**src/rtl/hmp_pkg.sv**
```systemverilog
package hmp_pkg;
  typedef enum logic [1:0] {
    RS_ADDR_LO = 2'd0,
    RS_ADDR_HI = 2'd1,
    RS_DATA    = 2'd2,
    RS_CTRL    = 2'd3
  } hreg_e;

  typedef enum logic {
    OWN_HOST = 1'b0,
    OWN_PROC = 1'b1
  } owner_e;
endpackage

```
**src/rtl/hmp_regs.sv**
```systemverilog
module hmp_regs
  import hmp_pkg::*;
#(
  parameter int ADDR_W = 18,
  parameter int HW     = 16
) (
  input  logic              clk,
  input  logic              rst_n,
  input  logic              sel,
  input  logic              wr,
  input  logic              rd,
  input  logic [1:0]        regsel,
  input  logic [HW-1:0]     wdata,
  output logic [HW-1:0]     rdata,
  output logic              ready,
  output logic              req,
  output logic              req_we,
  output logic [ADDR_W-1:0] req_addr,
  output logic [2*HW-1:0]   req_wdata,
  input  logic              done,
  input  logic [2*HW-1:0]   mem_rdata
);
  localparam int DW   = 2 * HW;
  localparam int AH_W = ADDR_W - HW;

  logic [ADDR_W-1:0] addr_q, addr_d;
  logic              half_q, half_d;
  logic [DW-1:0]     rbuf_q, rbuf_d;
  logic [HW-1:0]     wlo_q, wlo_d;
  logic [HW-1:0]     whi_q, whi_d;
  logic              pend_q, pend_d;
  logic              pwe_q, pwe_d;
  logic              cmpl_q, cmpl_d;

  hreg_e rs;
  logic  is_wr, is_rd, is_data, need_mem, fire;

  assign rs       = hreg_e'(regsel);
  assign is_wr    = sel & wr;
  assign is_rd    = sel & rd & ~wr;
  assign is_data  = (rs == RS_DATA);
  assign need_mem = is_data & ((is_wr & half_q) | (is_rd & ~half_q));
  assign ready    = ~need_mem | cmpl_q;
  assign fire     = (is_wr | is_rd) & ready;

  always_comb begin
    addr_d = addr_q;
    half_d = half_q;
    rbuf_d = rbuf_q;
    wlo_d  = wlo_q;
    whi_d  = whi_q;
    pend_d = pend_q;
    pwe_d  = pwe_q;
    cmpl_d = cmpl_q;

    if (done) begin
      pend_d = 1'b0;
      cmpl_d = 1'b1;
      if (!pwe_q) rbuf_d = mem_rdata;
    end

    if (need_mem && !pend_q && !cmpl_q) begin
      pend_d = 1'b1;
      pwe_d  = is_wr;
      if (is_wr) whi_d = wdata;
    end

    if (fire) begin
      unique case (rs)
        RS_ADDR_LO: if (is_wr) begin
          addr_d[HW-1:0] = wdata;
          half_d = 1'b0;
          cmpl_d = 1'b0;
        end
        RS_ADDR_HI: if (is_wr) begin
          addr_d[ADDR_W-1:HW] = wdata[AH_W-1:0];
          half_d = 1'b0;
          cmpl_d = 1'b0;
        end
        RS_DATA: begin
          if (!half_q) begin
            if (is_wr) wlo_d = wdata;
            half_d = 1'b1;
            cmpl_d = 1'b0;
          end else begin
            addr_d = addr_q + ADDR_W'(1);
            half_d = 1'b0;
            cmpl_d = 1'b0;
          end
        end
        default: ;
      endcase
    end
  end

  always_ff @(posedge clk or negedge rst_n) begin
    if (!rst_n) begin
      addr_q <= '0;
      half_q <= 1'b0;
      rbuf_q <= '0;
      wlo_q  <= '0;
      whi_q  <= '0;
      pend_q <= 1'b0;
      pwe_q  <= 1'b0;
      cmpl_q <= 1'b0;
    end else begin
      addr_q <= addr_d;
      half_q <= half_d;
      rbuf_q <= rbuf_d;
      wlo_q  <= wlo_d;
      whi_q  <= whi_d;
      pend_q <= pend_d;
      pwe_q  <= pwe_d;
      cmpl_q <= cmpl_d;
    end
  end

  always_comb begin
    unique case (rs)
      RS_ADDR_LO: rdata = addr_q[HW-1:0];
      RS_ADDR_HI: rdata = HW'(addr_q[ADDR_W-1:HW]);
      RS_DATA:    rdata = half_q ? rbuf_q[DW-1:HW] : rbuf_q[HW-1:0];
      default:    rdata = HW'(half_q);
    endcase
  end

  assign req       = pend_q;
  assign req_we    = pwe_q;
  assign req_addr  = addr_q;
  assign req_wdata = {whi_q, wlo_q};

  // a memory-needing access that is queued must hold the host off
  a_r6_stall_while_pending: assert property (@(posedge clk) disable iff (!rst_n)
    (pend_q && need_mem) |-> !ready);

  // completing the high half steps the address by one, modulo the address width
  a_r7_addr_step: assert property (@(posedge clk) disable iff (!rst_n)
    (fire && is_data && half_q) |=> (addr_q == $past(addr_q) + ADDR_W'(1)));

  // a low-half write never raises a memory request
  a_r3_low_write_quiet: assert property (@(posedge clk) disable iff (!rst_n)
    (fire && is_data && is_wr && !half_q && !pend_q) |=> !pend_q);
endmodule

```
**src/rtl/hmp_arb.sv**
```systemverilog
module hmp_arb
  import hmp_pkg::*;
#(
  parameter int ACC_CYC = 2
) (
  input  logic clk,
  input  logic rst_n,
  input  logic req_h,
  input  logic req_c,
  output logic gnt_h,
  output logic gnt_c,
  output logic done_h,
  output logic done_c,
  output logic own_c
);
  localparam int CW = $clog2(ACC_CYC + 1);
  localparam logic [CW-1:0] LAST_CNT = CW'(ACC_CYC - 1);

  logic      busy_q, busy_d;
  owner_e    own_q, own_d;
  owner_e    last_q, last_d;
  logic [CW-1:0] cnt_q, cnt_d;
  logic      fin;
  owner_e    pick;
  logic      start;

  assign fin = busy_q & (cnt_q == LAST_CNT);

  always_comb begin
    start = 1'b0;
    pick  = OWN_HOST;
    if (!busy_q) begin
      if (req_h && req_c) begin
        start = 1'b1;
        pick  = (last_q == OWN_PROC) ? OWN_HOST : OWN_PROC;
      end else if (req_h) begin
        start = 1'b1;
        pick  = OWN_HOST;
      end else if (req_c) begin
        start = 1'b1;
        pick  = OWN_PROC;
      end
    end
  end

  always_comb begin
    busy_d = busy_q;
    own_d  = own_q;
    last_d = last_q;
    cnt_d  = cnt_q;
    if (start) begin
      busy_d = 1'b1;
      own_d  = pick;
      last_d = pick;
      cnt_d  = '0;
    end else if (busy_q) begin
      if (fin) busy_d = 1'b0;
      else     cnt_d  = cnt_q + CW'(1);
    end
  end

  always_ff @(posedge clk or negedge rst_n) begin
    if (!rst_n) begin
      busy_q <= 1'b0;
      own_q  <= OWN_HOST;
      last_q <= OWN_PROC;
      cnt_q  <= '0;
    end else begin
      busy_q <= busy_d;
      own_q  <= own_d;
      last_q <= last_d;
      cnt_q  <= cnt_d;
    end
  end

  assign gnt_h  = busy_q & (own_q == OWN_HOST);
  assign gnt_c  = busy_q & (own_q == OWN_PROC);
  assign done_h = fin & (own_q == OWN_HOST);
  assign done_c = fin & (own_q == OWN_PROC);
  assign own_c  = (own_q == OWN_PROC);

  // exclusive ownership
  a_r8_single_owner: assert property (@(posedge clk) disable iff (!rst_n)
    !(gnt_h && gnt_c));

  // a grant keeps its owner until its final cycle
  a_r9_grant_held: assert property (@(posedge clk) disable iff (!rst_n)
    (busy_q && !fin) |=> (busy_q && $stable(own_q)));

  // a contended idle cycle goes to the side not granted last
  a_r8_alternate: assert property (@(posedge clk) disable iff (!rst_n)
    (!busy_q && req_h && req_c) |=> (busy_q && own_q != $past(last_q)));
endmodule

```
**src/rtl/hmp_irq.sv**
```systemverilog
module hmp_irq #(
  parameter int N_PROC = 4,
  parameter int HW     = 16
) (
  input  logic              clk,
  input  logic              rst_n,
  input  logic              stb,
  input  logic [HW-1:0]     wdata,
  output logic [N_PROC-1:0] irq
);
  logic [N_PROC-1:0] irq_q, irq_d;
  logic              raise;

  assign raise = stb & wdata[HW-1];

  for (genvar i = 0; i < N_PROC; i++) begin : g_line
    assign irq_d[i] = raise & (wdata[HW-2:0] == (HW-1)'(i));
  end

  always_ff @(posedge clk or negedge rst_n) begin
    if (!rst_n) irq_q <= '0;
    else        irq_q <= irq_d;
  end

  assign irq = irq_q;

  // at most one line fires
  a_r10_one_line: assert property (@(posedge clk) disable iff (!rst_n)
    $onehot0(irq_q));

  // a line fires only after a control write with the raise bit set
  a_r10_cause: assert property (@(posedge clk) disable iff (!rst_n)
    (irq_q != '0) |-> $past(stb && wdata[HW-1]));
endmodule

```
**src/rtl/hostmem_port.sv**
```systemverilog
module hostmem_port
  import hmp_pkg::*;
#(
  parameter int ADDR_W  = 18,
  parameter int HW      = 16,
  parameter int N_PROC  = 4,
  parameter int ACC_CYC = 2
) (
  input  logic              clk,
  input  logic              rst_n,
  input  logic              hst_sel,
  input  logic              hst_wr,
  input  logic              hst_rd,
  input  logic [1:0]        hst_reg,
  input  logic [HW-1:0]     hst_wdata,
  output logic [HW-1:0]     hst_rdata,
  output logic              hst_ready,
  input  logic              prc_req,
  input  logic              prc_we,
  input  logic [ADDR_W-1:0] prc_addr,
  input  logic [2*HW-1:0]   prc_wdata,
  output logic              prc_gnt,
  output logic              prc_done,
  output logic [2*HW-1:0]   prc_rdata,
  output logic              mem_en,
  output logic              mem_we,
  output logic [ADDR_W-1:0] mem_addr,
  output logic [2*HW-1:0]   mem_wdata,
  input  logic [2*HW-1:0]   mem_rdata,
  output logic [N_PROC-1:0] irq_out
);
  localparam int DW = 2 * HW;

  logic rst_meta, rst_sync;
  always_ff @(posedge clk or negedge rst_n) begin
    if (!rst_n) begin
      rst_meta <= 1'b0;
      rst_sync <= 1'b0;
    end else begin
      rst_meta <= 1'b1;
      rst_sync <= rst_meta;
    end
  end

  logic              h_req, h_we, h_done, gnt_h, done_c, own_c;
  logic [ADDR_W-1:0] h_addr;
  logic [DW-1:0]     h_wdata;
  logic              ctrl_stb;

  hmp_regs #(.ADDR_W(ADDR_W), .HW(HW)) u_regs (
    .clk       (clk),
    .rst_n     (rst_sync),
    .sel       (hst_sel),
    .wr        (hst_wr),
    .rd        (hst_rd),
    .regsel    (hst_reg),
    .wdata     (hst_wdata),
    .rdata     (hst_rdata),
    .ready     (hst_ready),
    .req       (h_req),
    .req_we    (h_we),
    .req_addr  (h_addr),
    .req_wdata (h_wdata),
    .done      (h_done),
    .mem_rdata (mem_rdata)
  );

  hmp_arb #(.ACC_CYC(ACC_CYC)) u_arb (
    .clk    (clk),
    .rst_n  (rst_sync),
    .req_h  (h_req),
    .req_c  (prc_req),
    .gnt_h  (gnt_h),
    .gnt_c  (prc_gnt),
    .done_h (h_done),
    .done_c (done_c),
    .own_c  (own_c)
  );

  assign ctrl_stb = hst_sel & hst_wr & (hreg_e'(hst_reg) == RS_CTRL);

  hmp_irq #(.N_PROC(N_PROC), .HW(HW)) u_irq (
    .clk   (clk),
    .rst_n (rst_sync),
    .stb   (ctrl_stb),
    .wdata (hst_wdata),
    .irq   (irq_out)
  );

  assign mem_en    = gnt_h | prc_gnt;
  assign mem_we    = mem_en & (own_c ? prc_we : h_we);
  assign mem_addr  = own_c ? prc_addr : h_addr;
  assign mem_wdata = own_c ? prc_wdata : h_wdata;
  assign prc_done  = done_c;
  assign prc_rdata = mem_rdata;

  // processor completion only inside a processor grant
  a_r9_done_in_grant: assert property (@(posedge clk) disable iff (!rst_sync)
    prc_done |-> (prc_gnt && mem_en));

  // nothing moves out of reset in the first released cycle
  a_r1_quiet_release: assert property (@(posedge clk) disable iff (!rst_sync)
    $rose(rst_sync) |-> (!mem_en && irq_out == '0));
endmodule

```
**config.mk**
```make
export PLATFORM = sky130hd
export DESIGN_NAME = hostmem_port
export DESIGN_NICKNAME = d
export VERILOG_FILES = /design/src/rtl/hmp_pkg.sv /design/src/rtl/hmp_regs.sv /design/src/rtl/hmp_arb.sv /design/src/rtl/hmp_irq.sv /design/src/rtl/hostmem_port.sv
export SDC_FILE = /design/constraint.sdc
export NUM_CORES = 1
export LEC_CHECK = 0
export BUFFER_PORTS_ARGS = -buffer_cell sky130_fd_sc_hd__buf_4
export CAP_MARGIN = 20
export CORE_MARGIN = 2
export CORE_UTILIZATION = 40
export CTS_BUF_LIST = sky130_fd_sc_hd__clkbuf_4
export DETAILED_ROUTE_END_ITERATION = 12
export PLACE_DENSITY = 0.76
export SYNTH_ARGS = -nofsm -noshare
export SYNTH_HDL_FRONTEND = slang
export SYNTH_SLANG_ARGS = --single-unit
```
**constraint.sdc**
```tcl
create_clock -name clk -period 3.7 [get_ports clk]
set_input_delay 0.37 -clock clk [delete_from_list [all_inputs] [get_ports clk]]
set_output_delay 0.37 -clock clk [all_outputs]
set_load 0.03 [all_outputs]
```
==> results of run 1 <==
-- worst max-delay path: cells and delay by family (launching register included) --
family / cells / cell delay (ps)
flops: 1 / 950
buf+inv: 2 / 600
mux: 1 / 380
-- sequential cells by signal (all words and copies together) (netlist names) --
name / flops
u_regs.req_we: 1
u_regs.rbuf_q: 32
u_regs.half_q: 1
rst_meta: 1
u_regs.whi_q: 16
rst_sync: 1
u_arb.busy_q: 1
u_arb.own_c: 1
u_regs.wlo_q: 16
u_arb.cnt_q: 2
u_arb.last_q: 1
u_regs.cmpl_q: 1
u_regs.req: 1
u_regs.req_addr: 18
u_irq.irq: 4
-- worst max path at each step --
stage / slack [ps] / endpoint / startpoint / depth (start not counted)
after floorplan: 800 / u_arb.busy_q / rst_sync / 0
after detailed placement: 1320 / u_regs.whi_q[12] / hst_reg[1] / 5
after global routing: 780 / mem_wdata[29] / u_arb.own_c / 3
after global placement: 1420 / u_regs.whi_q[11] / hst_reg[1] / 5
final: 910 / mem_wdata[19] / u_arb.own_c / 3
after CTS: 880 / mem_wdata[29] / u_arb.own_c / 3
-- through the flow --
step	power [mW]	instance area, sq um	hold slack [ps]	setup WS [ps]	utilization (%)
2_1_floorplan	3.390	5478	74.41	799.7	-
4_1_cts	4.777	7103	64.14	878.4	53.43
6_report	4.741	7103	75.55	912.6	53.43
5_1_grt	5.018	7103	48.59	781.4	53.43
3_5_place_dp	4.153	6942	156.5	1324	52.21
3_3_place_gp	4.084	6942	156.4	1417	52.21
-- report_power, final --
group | switching, mW | total (mW) | internal [mW]
Combinational | 1.16 | 2.25 | 1.09
Clock | 0.403 | 0.626 | 0.222
Sequential | 0.398 | 1.87 | 1.47
Total | 1.96 | 4.74 | 2.78
-- cell type report --
class / instances / area, sq um / area share (%)
Clock buffer: 9 / 67.56 / 0.9512
Clock inverter: 7 / 83.83 / 1.180
Inverter: 9 / 33.78 / 0.4756
Multi-Input combinational cell: 336 / 2610 / 36.74
Sequential cell: 97 / 2434 / 34.26
Tap cell: 176 / 220.2 / 3.100
Timing Repair Buffer: 220 / 1654 / 23.29
-- cell usage after synthesis (3+ instances only) --
| library cell | number | area share, % |
|---|---|---|
| a2bb2oi_1 | 7 | 1.1 |
| mux2i_1 | 19 | 3.5 |
| buf_1 | 4 | 0.27 |
| mux2_2 | 110 | 23 |
| nand2_1 | 31 | 2.1 |
| nor2_1 | 32 | 2.2 |
| clkbuf_1 | 13 | 0.89 |
| a31oi_1 | 3 | 0.34 |
| dfrtp_1 | 96 | 44 |
| nor2b_1 | 3 | 0.34 |
| nand2b_1 | 6 | 0.69 |
| buf_4 | 33 | 4.5 |
| inv_1 | 9 | 0.62 |
| nand4_1 | 4 | 0.46 |
| nand3_1 | 9 | 0.82 |
| a21oi_1 | 21 | 1.9 |
| buf_2 | 13 | 1.2 |
| buf_6 | 3 | 0.62 |
| and3_1 | 6 | 0.69 |
| nor4_1 | 6 | 0.69 |
| nor3_1 | 8 | 0.73 |
| o32ai_1 | 3 | 0.48 |
| o22ai_1 | 6 | 0.69 |
| a211oi_1 | 16 | 2.2 |
| o21ai_0 | 22 | 2.0 |
-- per-layer routing --
metal  vias to the layer above  global-route usage [%]  part of all wire, %  routed length, um
li1                       2129                       -                    -                  -
met1                      2264                   26.26                   41               6135
met2                       188                   33.88                   51               7635
met3                        19                   4.182                  7.2               1082
met4                         0                   5.887                  1.6                237
met5                         -                       0                    0                  0
-- cells by family (layout without fill, tap and decap cells) --
kind of cell,count (synthesis),in the layout,share of synthesized area (%)
adder cells (fa/ha/maj),2,2,0.4568
other,1,1,0.06846
multiplexers,129,129,26.08
AO/OA/AOI/OAI,88,88,10.28
buffers and inverters,75,245,8.109
flip-flops,97,97,44.34
AND/OR/NAND/NOR,116,116,10.67
==> qor.txt, run 1 <==
DR DRC count = 0
CTS Buffer Depth = 2
Avg Synthesized Cell Area = 10.78 sq um
Initial Util = 41.20%
Worst setup SP type = flop
Post-Synthesis Cells = 508
clock period minus worst slack = 2787 ps
layout cells sized above 1 = 52.51%
worst-case reg-to-reg path depth = 6
Worst R2R End = u_regs.req_addr[12]
Iter 0 DRT Violations = 330
Post-Syn Area = 0.005478 sq mm
placed insts = 837
syn_nets = 617
GRT Overall Usage = 20.18%
Crit path top cell by count = buf_4
# diodes = 0
wire per inst = 17.67 um
Final Skew = 27.31 ps
Die X = 121.0 um
core area = 0.01330 sq mm
initial antenna violation count = 0
row cnt = 42
Power Density = 667.4 mW/mm^2
EDFF count, synth = 0
die footprint = 0.01465 sq mm
crit path cell chain = buf_4 -> mux2_2 -> buf_4
critical path arrival = 2420 ps
CTS Hold Bufs = 1
Hold Path Class = in -> reg
IO Pins = 214
clock-pin slew on the worst setup and hold paths = 190 ps
Final setup viols = 0
asr flop ratio synth = 100.0%
YS warnings = 0
most used flip-flop cell after synthesis = dfrtp_1
H-tree depth = 3
crit path max fanout = 34
first-pass GRT wire length = 23210 um
crit path max-delay cell type = dfrtp_2
reg-to-reg setup timing slack = 1390 ps
vias in the first global route = 4550
Final Slew Violations = 0
via count = 4600
Seq/Total Area, Yosys = 44.34%
detailed-placement wirelength estimate = 11260 um
cts bufs inserted = 9
setup_tns = 0 ps
Finished Layout Cells = 854
Worst VDD drop = 0.0002855 V
Syn-to-layout area delta = 29.67%
clk root buf = clkbuf_4
grt ovf = 0
hold path depth = 2
commonest non-fill, non-tap cell in the layout = buf_4
period utilization = 75.34%
Worst-Skew Late Latency = 480 ps
layout net count = 782
number of synthesized register bits = 97
CP max stage delay = 950 ps
Leakage = 3.296 nW
Crit. End Element = output port
Fillers = 1200
Sink Count = 97
GPL Wtd Cong = 0.8752
Slew HR = 45.20%
critical path class = reg -> out
reg2reg start = u_regs.req_addr[0]
via density per instance = 5.386
Port Buffers = 213
outcome = finished, final reports clean
Max Freq = 358.8 MHz
commonest non-fill, non-tap cells in the layout = buf_4, mux2_2, dfrtp_1
post-CTS sizing = 0
RSZ-0062 raised after global routing = no
Post-CTS Setup Repair Bufs = 0
Die Y = 121.0 um
Worst Tran Pin Value = 822.0 ps
max-cap violations = 0
drt first pass iters = 7
post-synth cell types = 45
Final Hold Vio Count = 0
HP Start = hst_wdata[1]
Worst Hold Endpoint = u_irq.irq[1]
CTS tree = done
worst path required time = 3330 ps
Routed WL = 15090 um
pin count of the biggest net entering global routing = 65
Antenna Nets Post-Route = 0
No activity file was read; power rests on OpenSTA's default activity.
==> inputs of run 2 (changes only) <==
ABC_AREA = 1   (was not set)
PLACE_DENSITY = 0.75   (was 0.76)
clock period = 2.7 ns   (was 3.7 ns; I/O delays follow)
==> run 2 against run 1 <==
  * Final cell count grew 27%
  * Clock-buffer cell count up 2
  * Non-clock buffer count grew 4
  * Die area up 3.3%
  * Sequential share of layout area is 0.95 points lower
  * Register-to-register slack got worse by 810 ps
  * Design area grew 2.9%
  * Combinational power is 74% higher
  * Power rose by 50%
  * Synthesized cell count rose by 44%
  * Via count increased by 19%
  * Critical path type unchanged
  * Largest cell class unchanged
==> qor.txt, run 2 <==
Area after DPL = 0.007116 sq mm
Final setup viols = 0
clk root buf = clkbuf_4
initial antenna violation count = 0
commonest non-fill, non-tap cell in the layout = buf_4
RSZ-0062 raised after global routing = no
Worst-Skew Late Latency = 480 ps
layout net count = 1011
post-synth cell types = 36
wire per inst = 14.63 um
via density per instance = 5.013
number of synthesized register bits = 97
syn_nets = 840
detailed-placement wirelength estimate = 12350 um
asr flop ratio synth = 100.0%
CTS Buffer Depth = 2
top-count cell post-synth = nand2_1
Slew HR = 42.01%
area share of the largest cell type after synthesis = 42.41%
Sink Count = 97
Antenna Nets Post-Route = 0
Hold Path Class = in -> reg
commonest non-fill, non-tap cells in the layout = buf_4, nand2_1, o21ai_0
Worst VDD drop = 0.0004669 V
Initial Util = 40.81%
Syn-to-layout area delta = 28.98%
worst path required time = 2430 ps
clock-pin slew on the worst setup and hold paths = 160 ps
Crit path top cell by count = buf_4
crit path max-delay cell type = dfrtp_1
pin count of the biggest net entering global routing = 52
EDFF count, synth = 0
core area = 0.01388 sq mm
Finished Layout Cells = 1088
Leakage = 3.730 nW
YS warnings = 0
Largest register FFs = 32
via count = 5454
Fillers = 1329
outcome = finished, final reports clean
Final Slew Violations = 0
placed insts = 1066
dominant cell type by area after synthesis = dfrtp_1
die footprint = 0.01513 sq mm
clock period minus worst slack = 2135 ps
DR DRC count = 0
crit path cell chain = buf_4 -> inv_2 -> nand2_1 -> nand3_4 -> buf_4
critical path class = reg -> out
most used flip-flop cell after synthesis = dfrtp_1
Largest Register = u_regs.rbuf_q
Post-Synthesis Cells = 731
critical path arrival = 1860 ps
Final Skew = 28.42 ps
Worst Tran Pin Value = 867.7 ps
Seq/Total Area, Yosys = 42.88%
Iter 0 DRT Violations = 363
CP max stage delay = 400 ps
Routed WL = 15910 um
Avg Synthesized Cell Area = 7.749 sq um
Max Freq = 468.5 MHz
cts bufs inserted = 9
fin util = 52.63%
layout cells sized above 1 = 32.30%
IO Pins = 214
period utilization = 79.06%
post-CTS sizing = 0
drt first pass iters = 5
crit path max fanout = 20
Power Density = 972.2 mW/mm^2
most frequent cells after synthesis = nand2_1, o21ai_0, dfrtp_1
Final Hold Vio Count = 0
CTS tree = done
H-tree depth = 3
Post-Syn Area = 0.005664 sq mm
setup_tns = 0 ps
GRT Overall Usage = 21.05%
Die Y = 123.0 um
Die X = 123.0 um
Worst setup SP type = flop
Crit. End Element = output port
Port Buffers = 213
grt ovf = 0
max-cap violations = 0
Area contributors post-synth = dfrtp_1, nand2_1, o21ai_0
fin area = 0.007306 sq mm
GPL Wtd Cong = 0.8848
row cnt = 43
first-pass GRT wire length = 24860 um
vias in the first global route = 5017
-- run 2: final timing paths --
| path | start | end | slack, ps | depth (start not counted) |
|---|---|---|---|---|
| max | u_regs.half_q | hst_ready | 570 | 5 |
| min | hst_wdata[7] | u_regs.whi_q[7] | 6 | 3 |
| max reg2reg | u_regs.half_q | u_regs.wlo_q[13] | 580 | 6 |
| min reg2reg | rst_sync | u_regs.req_we | 260 | 0 |
| max in group asynchronous | rst_sync | u_regs.whi_q[0] | 1770 | 1 |
| min in group asynchronous | rst_n | rst_sync | 80 | 2 |
-- run 2: layer usage --
layer  global-route usage (%)  part of all wire (%)  up-vias  wire length (um)
met5                        0                     0        -                 0
met2                    34.63                    48      205              7624
met1                    27.92                    44     2555              6982
met3                    3.644                   6.0       30               952
li1                         -                     -     2664                 -
met4                    7.741                   2.2        0               353
-- run 2: timing repair --
item	CTS	global route
setup buffers	0	0
hold buffers	5	0
endpoints found under the hold margin	6	0
-- run 2: metrics by stage --
step | power [mW] | worst slack, ps | hold WS [ps]
global placement | 6.263 | 758.0 | 54.74
finish | 7.103 | 565.5 | 5.852
floorplan | 5.016 | 977.9 | -25.59
detailed placement | 6.332 | 640.9 | 55.16
CTS | 7.136 | 546.1 | 0.2001
global route | 7.564 | 386.3 | 2.066
-- run 2: area by class of cell --
cell class,instances,area [sq um],share of cell area (%)
diodes,1,2.502,0.03425
flip-flops and latches,97,2434,33.31
clock buffers,11,82.58,1.130
repair buffers,224,1707,23.36
clock inverters,5,55.05,0.7536
inverters,79,301.5,4.127
multi-input cells,491,2499,34.20
well taps,180,225.2,3.083
-- run 2: power by group --
part	total, mW	internal, mW	switching (mW)
registers	2.37	2.03	0.348
clock network	0.806	0.302	0.503
logic	3.92	1.46	2.47
total	7.10	3.78	3.32
-- run 2: worst max-delay path: cells and delay by family (launching register included) --
kind / cells / cell delay, ps
buffers and inverters: 3 / 640
DFF: 1 / 400
and+or+nand+nor: 2 / 350
-- run 2: logic make-up (layout without fill, tap and decap cells) --
family | after synthesis | after routing | synth area share, %
and+or+nand+nor | 317 | 317 | 23.66
adders and majority gates | 2 | 2 | 0.4417
buffers and inverters | 143 | 319 | 13.01
AOI/OAI and AO/OA | 139 | 139 | 13.59
muxes | 32 | 32 | 6.362
DFF | 97 | 97 | 42.88
other | 1 | 2 | 0.06621
